==> src/rtl/rstc_pkg.sv <==
package rstc_pkg;

  localparam int unsigned REG_W = 8;
  localparam int unsigned NSRC  = 7;

  // bit positions; software decodes these, so they are fixed
  localparam int unsigned B_PIN   = 0;
  localparam int unsigned B_PWR   = 1;
  localparam int unsigned B_MCD   = 2;
  localparam int unsigned B_WDT   = 3;
  localparam int unsigned B_SW    = 4;
  localparam int unsigned B_CMP   = 5;
  localparam int unsigned B_FLASH = 6;
  localparam int unsigned B_RSVD  = 7;

  localparam logic [NSRC-1:0] FLAGS_AT_POWERUP = NSRC'(1) << B_PWR;

  typedef struct packed {
    logic cmp;
    logic mcd;
    logic vmon;
  } src_en_t;

  localparam src_en_t EN_AT_POWERUP = '{cmp: 1'b0, mcd: 1'b0, vmon: 1'b1};

  // Fixed-priority pick of one cause among the requesting sources.
  function automatic logic [NSRC-1:0] pick_cause(input logic [NSRC-1:0] req);
    logic [NSRC-1:0] r;
    r = '0;
    if      (req[B_PWR])   r[B_PWR]   = 1'b1;
    else if (req[B_PIN])   r[B_PIN]   = 1'b1;
    else if (req[B_MCD])   r[B_MCD]   = 1'b1;
    else if (req[B_WDT])   r[B_WDT]   = 1'b1;
    else if (req[B_SW])    r[B_SW]    = 1'b1;
    else if (req[B_FLASH]) r[B_FLASH] = 1'b1;
    else if (req[B_CMP])   r[B_CMP]   = 1'b1;
    return r;
  endfunction

  // Register image: cause flags for a plain read, enables for a read-modify-write.
  function automatic logic [REG_W-1:0] reg_view(input logic [NSRC-1:0] flags,
                                                input src_en_t en,
                                                input logic rmw);
    logic [REG_W-1:0] v;
    v = {1'b0, flags};
    if (rmw) begin
      v[B_CMP] = en.cmp;
      v[B_SW]  = 1'b0;
      v[B_MCD] = en.mcd;
      v[B_PWR] = en.vmon;
    end
    v[B_RSVD] = 1'b0;
    return v;
  endfunction

  function automatic int unsigned cnt_width(input int unsigned hold);
    return $clog2(hold + 1);
  endfunction

endpackage

==> src/rtl/rstc_src_arbiter.sv <==
module rstc_src_arbiter
  import rstc_pkg::*;
(
  input  logic            vmon_trip_i,
  input  logic            pin_rst_i,
  input  logic            wdt_to_i,
  input  logic            mcd_to_i,
  input  logic            cmp_out_i,
  input  logic            flash_err_i,
  input  logic            sw_force_i,
  input  src_en_t         en_i,
  input  logic            active_i,
  output logic [NSRC-1:0] req_o,
  output logic [NSRC-1:0] cause_o,
  output logic            trig_o
);

  always_comb begin
    req_o          = '0;
    req_o[B_PWR]   = vmon_trip_i & en_i.vmon;
    req_o[B_PIN]   = pin_rst_i;
    req_o[B_MCD]   = mcd_to_i & en_i.mcd;
    req_o[B_WDT]   = wdt_to_i;
    req_o[B_SW]    = sw_force_i;
    req_o[B_FLASH] = flash_err_i;
    req_o[B_CMP]   = ~cmp_out_i & en_i.cmp;
  end

  assign cause_o = pick_cause(req_o);
  assign trig_o  = (|req_o) & ~active_i;

endmodule

==> src/rtl/rstc_hold_timer.sv <==
module rstc_hold_timer #(
  parameter int unsigned HOLD = 16
) (
  input  logic clk_i,
  input  logic por_i,
  input  logic start_i,
  output logic active_o
);

  localparam int unsigned CNT_W = rstc_pkg::cnt_width(HOLD);
  localparam logic [CNT_W-1:0] LOAD = CNT_W'(HOLD);

  logic [CNT_W-1:0] cnt_q;

  always_ff @(posedge clk_i or posedge por_i) begin
    if (por_i)              cnt_q <= LOAD;
    else if (start_i)       cnt_q <= LOAD;
    else if (cnt_q != '0)   cnt_q <= cnt_q - CNT_W'(1);
  end

  assign active_o = (cnt_q != '0);


  load_on_start_chk: assert property (@(posedge clk_i) disable iff (por_i)
    start_i |=> cnt_q == LOAD);


  countdown_chk: assert property (@(posedge clk_i) disable iff (por_i)
    (active_o && !start_i) |=> cnt_q == $past(cnt_q) - CNT_W'(1));


  idle_stays_chk: assert property (@(posedge clk_i) disable iff (por_i)
    (!active_o && !start_i) |=> !active_o);

endmodule

==> src/rtl/rstc_csr.sv <==
module rstc_csr
  import rstc_pkg::*;
(
  input  logic             clk_i,
  input  logic             por_i,
  input  logic             reg_rd_i,
  input  logic             reg_wr_i,
  input  logic             reg_rmw_i,
  input  logic [REG_W-1:0] reg_wdata_i,
  input  logic             trig_i,
  input  logic [NSRC-1:0]  cause_i,
  input  logic             active_i,
  output logic [REG_W-1:0] reg_rdata_o,
  output logic             sw_force_o,
  output src_en_t          en_o
);

  logic [NSRC-1:0] flags_q;
  src_en_t         en_q;
  logic            wr_ok;

  assign wr_ok      = reg_wr_i & ~active_i;
  assign sw_force_o = wr_ok & reg_wdata_i[B_SW];

  always_ff @(posedge clk_i or posedge por_i) begin
    if (por_i)       flags_q <= FLAGS_AT_POWERUP;
    else if (trig_i) flags_q <= cause_i;
  end

  always_ff @(posedge clk_i or posedge por_i) begin
    if (por_i) begin
      en_q <= EN_AT_POWERUP;
    end else if (wr_ok) begin
      en_q.cmp  <= reg_wdata_i[B_CMP];
      en_q.mcd  <= reg_wdata_i[B_MCD];
      en_q.vmon <= reg_wdata_i[B_PWR];
    end
  end

  assign en_o        = en_q;
  assign reg_rdata_o = (reg_rd_i | reg_rmw_i) ? reg_view(flags_q, en_q, reg_rmw_i) : '0;


  one_flag_chk: assert property (@(posedge clk_i) disable iff (por_i)
    $onehot(flags_q));


  en_frozen_chk: assert property (@(posedge clk_i) disable iff (por_i)
    active_i |=> $stable(en_q));


  flags_frozen_chk: assert property (@(posedge clk_i) disable iff (por_i)
    (active_i && !trig_i) |=> $stable(flags_q));


  rsvd_zero_chk: assert property (@(posedge clk_i) disable iff (por_i)
    reg_rdata_o[B_RSVD] == 1'b0);

endmodule

==> src/rtl/rst_cause_reg.sv <==
module rst_cause_reg
  import rstc_pkg::*;
#(
  parameter int unsigned RST_HOLD = 16
) (
  input  logic             clk_i,
  input  logic             por_i,
  input  logic             vmon_trip_i,
  input  logic             pin_rst_i,
  input  logic             wdt_to_i,
  input  logic             mcd_to_i,
  input  logic             cmp_out_i,
  input  logic             flash_err_i,
  input  logic             reg_rd_i,
  input  logic             reg_wr_i,
  input  logic             reg_rmw_i,
  input  logic [REG_W-1:0] reg_wdata_i,
  output logic [REG_W-1:0] reg_rdata_o,
  output logic             sys_rst_o
);

  // named internal events
  logic            rst_active;
  logic            rst_trig;
  logic            sw_force;
  logic [NSRC-1:0] src_req;
  logic [NSRC-1:0] src_cause;
  src_en_t         src_en;

  rstc_src_arbiter u_arb (
    .vmon_trip_i (vmon_trip_i),
    .pin_rst_i   (pin_rst_i),
    .wdt_to_i    (wdt_to_i),
    .mcd_to_i    (mcd_to_i),
    .cmp_out_i   (cmp_out_i),
    .flash_err_i (flash_err_i),
    .sw_force_i  (sw_force),
    .en_i        (src_en),
    .active_i    (rst_active),
    .req_o       (src_req),
    .cause_o     (src_cause),
    .trig_o      (rst_trig)
  );

  rstc_hold_timer #(.HOLD(RST_HOLD)) u_timer (
    .clk_i    (clk_i),
    .por_i    (por_i),
    .start_i  (rst_trig),
    .active_o (rst_active)
  );

  rstc_csr u_csr (
    .clk_i       (clk_i),
    .por_i       (por_i),
    .reg_rd_i    (reg_rd_i),
    .reg_wr_i    (reg_wr_i),
    .reg_rmw_i   (reg_rmw_i),
    .reg_wdata_i (reg_wdata_i),
    .trig_i      (rst_trig),
    .cause_i     (src_cause),
    .active_i    (rst_active),
    .reg_rdata_o (reg_rdata_o),
    .sw_force_o  (sw_force),
    .en_o        (src_en)
  );

  assign sys_rst_o = rst_active;


  single_cause_chk: assert property (@(posedge clk_i) disable iff (por_i)
    rst_trig |-> $onehot(src_cause));


  no_trig_in_reset_chk: assert property (@(posedge clk_i) disable iff (por_i)
    rst_active |-> !rst_trig);


  trig_raises_rst_chk: assert property (@(posedge clk_i) disable iff (por_i)
    rst_trig |=> sys_rst_o);


  pin_always_trips_chk: assert property (@(posedge clk_i) disable iff (por_i)
    (pin_rst_i && !sys_rst_o) |=> sys_rst_o);

endmodule

==> config.mk <==
export PLATFORM = sky130hd
export DESIGN_NAME = rst_cause_reg
export DESIGN_NICKNAME = d
export VERILOG_FILES = /design/src/rtl/rstc_pkg.sv /design/src/rtl/rstc_src_arbiter.sv /design/src/rtl/rstc_hold_timer.sv /design/src/rtl/rstc_csr.sv /design/src/rtl/rst_cause_reg.sv
export SDC_FILE = /design/constraint.sdc
export NUM_CORES = 1
export LEC_CHECK = 0
export BUFFER_PORTS_ARGS = -buffer_cell sky130_fd_sc_hd__buf_4
export CAP_MARGIN = 20
export CORE_ASPECT_RATIO = 1.5
export CORE_MARGIN = 2
export CORE_UTILIZATION = 38
export DETAILED_ROUTE_END_ITERATION = 10
export PLACE_DENSITY_LB_ADDON = 0.05
export SYNTH_ARGS = -nofsm -noshare
export SYNTH_HDL_FRONTEND = slang
export SYNTH_SLANG_ARGS = --single-unit
==> constraint.sdc <==
create_clock -name clk_i -period 4.7 [get_ports clk_i]
set_input_delay 0.94 -clock clk_i [delete_from_list [all_inputs] [get_ports clk_i]]
set_output_delay 0.94 -clock clk_i [all_outputs]
set_load 0.005 [all_outputs]
# == Yosys cells after proc, flatten, opt, wreduce, memory -nomap -nowiden ==
# Cells that the tools add are included.
# word_totals
input_bits,19
output_inout_bits,9
regBits,15
wordCells,37
# op_classes
bitwise_logic,9
mux,19
add_sub_neg,1
reduce_logical,3
# op_table
cell,count
$mux W5,4
$mux W1,9
$mux W7,1
$reduce_or A7 Y1,1
$and A1 B1 Y1,6
$mux W2,3
$reduce_bool A5 Y1,1
$sub A5 B1 Y5 const B,1
$mux W4,1
$mux W3,1
$not A1 Y1,2
$reduce_bool A2 Y1,1
$or A1 B1 Y1,1

# == Longest topological paths before layout ==
# depth
word_depth,9
ltp_mapped,7
mapped_depth_nobuf,7

# == Cells and area by module ==
# A second synthesis with hierarchy kept.
# hier_totals
cells_unflattened,85
hier_area_um2,914.6
# by_module_without_submodules
module,seq_area_each_um2,instances,cells_each,area_per_inst_um2
rstc_csr,252.7,1,40,518.0
rstc_hold_timer,126.4,1,26,256.5
rstc_src_arbiter,0.0,1,19,140.1

# == Least setup slack after synthesis ==
# OpenSTA, ideal clock, no wires.
# synth_timing
kind,input to output
startpoint,input reg_rmw_i
endpoint,output reg_rdata_o[6]
setup_slack_ps,2606
path_stages,2
t_required_ps,3760
n_path_buf,0
arrival_ps,1154
cell_sequence,nor2_1 -> nor2b_1
# synth_between
elab_chain_len,2
# synth_lines
item,line_no,source
"start, declared",rst_cause_reg.sv:16,"input logic reg_rmw_i,"
$or A1 B1 Y1,rstc_csr.sv:41,"assign reg_rdata_o = (reg_rd_i | reg_rmw_i) ? reg_view(flags_q, en_q, reg_rmw_i) : '0;"
$mux W7,rstc_csr.sv:41,
"end, declared",rst_cause_reg.sv:18,"output logic [REG_W-1:0] reg_rdata_o,"
# Every way passes these cells.

# == Worst setup path in the final report ==
# layout_timing
startpoint,register u_timer.cnt_q[0]
endpoint,output sys_rst_o
# layout_between
elab_chain_len,1
# layout_lines
item,line_no,source
"start, declared",rstc_hold_timer.sv:13,logic [CNT_W-1:0] cnt_q;
"start signal, assigned",rstc_hold_timer.sv:18,else if (cnt_q != '0) cnt_q <= cnt_q - CNT_W'(1);
$reduce_bool A5 Y1,rstc_hold_timer.sv:21,assign active_o = (cnt_q != '0);
"end, declared",rst_cause_reg.sv:19,output logic sys_rst_o
# Every way passes these cells.

==> results by group <==
Placement
  • # port buffers: 22
  • RD Place Congestion: 0.752
  • Placed Instances: 133
  • Final HPWL DP: 1340 µm

CTS
  • CTS Buf Count: 3
  • CTS max path bufs: 2
  • Hold_buf cts: 0
  • Clock-pin slew on the worst setup and hold paths: 0.09 ns
  • CTS root buf: clkbuf_4
  • CTS tree: built
  • Max H-tree Level: 1
  • CTS Sinks: 15
  • Worst-Skew Late Latency: 0.29 ns
  • Postcts setup bufs: 0
  • Post_cts resized: 0

Route
  • Drt pass-1 iters: 4
  • Initial DRC count: 20
  • ANT nets after route: 0
  • Via count: 706
  • Number of remaining DRC errors: 0
  • WL final: 1730 µm
  • Routed vias/inst: 5.15
  • DR WL/cell: 12.7 µm

STA
  • Final setup viols: 0
  • Clk_skew: 0.00340 ns
  • Slew Limit Fails: 0
  • Setup TNS: 0 ns
  • Max Clock Freq: 382 MHz
  • Fin. Hold Viols: 0
  • Min cycle time layout: 2.62 ns
  • Period Utilization, post-route: 0.557
  • Unrepaired setup endpoints after global routing: false
  • Max_slew headroom: 0.615
  • Slew @ Worst Pin: 0.576 ns

Die
  • Starting density of the core: 0.399
  • # IOs: 28
  • # rows: 20
  • Die area: 0.00249 mm²
  • Die Height: 60.1 µm
  • Die width: 41.4 µm
  • Core Box Area: 0.00200 mm²

Worst setup path
  • Type of origin of the critical path: flop
  • Worst Path Arrival: 1.68 ns
  • Crit Path Max Fanout: 15
  • CP Data Required Time: 3.76 ns
  • Critical path launch point: u_timer.cnt_q[0]
  • CP Capture Type: output pin
  • Worst R2R Start: u_timer.cnt_q[0]
  • Setup CP Type: flop to output pin

Power
  • PD cells: 504 mW/mm²
  • Internal power: 334 µW
  • Clock power share: 0.147
  • Seq pwr share: 0.472
  • P_leak: 0.000466 µW
  • Combinational fraction of design power: 0.381
  • Sw Ratio: 0.346
  • Worst VDD drop: 208 µV
  • Net Sw Power: 177 µW

Synthesis
  • Area leader, netlist: dfrtp_1
  • Synth area leaders: dfrtp_1 38%, dfstp_2 9.9%, nand2_1 6.6%
  • Xor/xnor share of the synthesized area: 0.0219
  • Multiplexer area fraction after synthesis: 0.0423
  • Cells after synthesis: 90
  • Synth Area in Adders: 0.0313
  • Sequential area share after synthesis: 0.475
  • Main combinational cell family by area after synthesis: simple AND/OR/NAND/NOR gates
  • Synth Area in Compound Gates: 0.150
  • YS warnings: 0
  • #FFs+latches synth: 15
  • Synth top area share: 0.376
  • Average size of a mapped cell: 8.87 µm²
  • Simple-gate area share of the yosys netlist: 0.216
  • Post-synthesis cell type count: 27
  • Mapped Area: 798 µm²
  • Syn Nets: 111

GRT
  • Vias in the first global route: 717
  • GRT Residual Overflow: 0
  • First-pass GRT wire length: 2900 µm
  • Initial antenna violation count: 0
  • GRT Total Usage: 0.156
  • Largest net degree at the start of global routing: 16

Layout
  • Final non-filler cell total: 137
  • Post-Route Utilization: 0.506
  • Layout Nets: 137
  • Share of layout cells above drive strength 1: 0.296
  • Area Overhead vs Synth: 26.8%
  • Ant diodes: 0

Worst hold path
  • Hold_sp: u_csr.flags_q[1]
  • Worst Hold Class: flop to flop

Run
  • Max Cap Viol: 0

Outcome
  • Outcome: completed
worst max-delay path, stage by stage, from the launching register on:
cell and delay (ns):
dfrtp_1 0.41, inv_1 0.11, ha_1 0.18, nand2b_1 0.09
nor3_2 0.10, buf_4 0.22, inv_1 0.12, buf_4 0.15
per-stage QoR:
stage	area (µm²)	power, µW	worst slack, ns	hold WS [ns]
global placement	986	434	2.19	0.474
CTS	1010	518	2.05	0.501
finish	1010	511	2.08	0.500
detailed placement	986	442	2.18	0.490
global route	1010	560	1.94	0.545
floorplan	798	366	2.61	0.456
path summary, 6_finish.rpt:
check                                    to  slack (ns)  depth (start not counted)
hold reg to reg            u_csr.flags_q[1]        0.50                          2
min in group asynchronous  u_csr.flags_q[0]        0.70                          2
setup reg to reg           u_csr.flags_q[2]        2.90                          8
setup / recovery                  sys_rst_o        2.08                          7
max in group asynchronous  u_timer.cnt_q[4]        3.62                          2
hold / removal             u_csr.flags_q[1]        0.50                          2
registers in the layout, summed over array words and instances (netlist names):
| signal | cells |
|---|---|
| u_csr.en_o | 3 |
| u_csr.flags_q | 7 |
| u_timer.cnt_q | 5 |
Yosys cell counts:
library cell / number
buf_2: 1
inv_1: 9
dfrtp_1: 12
nand2b_1: 1
nand3_1: 4
o21ai_0: 9
nor3b_1: 1
xor2_1: 1
o22ai_1: 2
dfstp_2: 3
conb_1: 1
a21oi_1: 4
o221a_2: 1
mux2_2: 3
nand4_1: 2
a221o_1: 1
o21a_1: 2
nor4_1: 1
nand2_1: 14
or3b_1: 1
nor2b_1: 3
a31oi_1: 1
nor3_2: 1
ha_1: 2
buf_4: 1
nor2_1: 8
xnor2_1: 1
routing by layer:
metal,vias to the layer above,routed length (µm),GRT usage
met5,-,0,0
met4,0,44,0.106
met3,5,85,0.0181
met2,25,912,0.283
met1,324,691,0.169
li1,352,-,-
cells in the final DEF (no fill, tap or decap), types with 2 or more instances in the layout:
cell type,n
a21oi_1,4
buf_4,23
clkbuf_4,3
dfrtp_1,12
dfstp_2,3
ha_1,2
inv_1,9
mux2_2,3
nand2_1,14
nand3_1,4
nand4_1,2
nor2_1,8
nor2b_1,3
o21a_1,2
o21ai_0,9
o22ai_1,2
cell families (layout without fill, tap and decap cells):
logic type,count (synthesis),count (layout)
DFF,15,15
other,1,1
and+or+nand+nor,36,36
adders and majority gates,2,2
muxes,3,3
AOI/OAI and AO/OA,20,20
buffers and inverters,11,36
xor gates and xnor gates,2,2
cell type report:
class                   instances  area (µm²)
well taps                      22        27.5
repair buffers                 23         173
fillers                       205         990
flip-flops and latches         15         379
multi-input cells              64         373
inverters                       9        33.8
clock buffers                   4        26.3
power groups by stage:
stage	clock [µW]	combinational [µW]	sequential [µW]
after global routing	81.6	230	249
after global placement	0	192	242
after CTS	77.2	199	242
after detailed placement	0	198	244
after floorplan	0	136	231
final	74.9	195	241
Note: power is estimated with default switching activity, not from simulation.
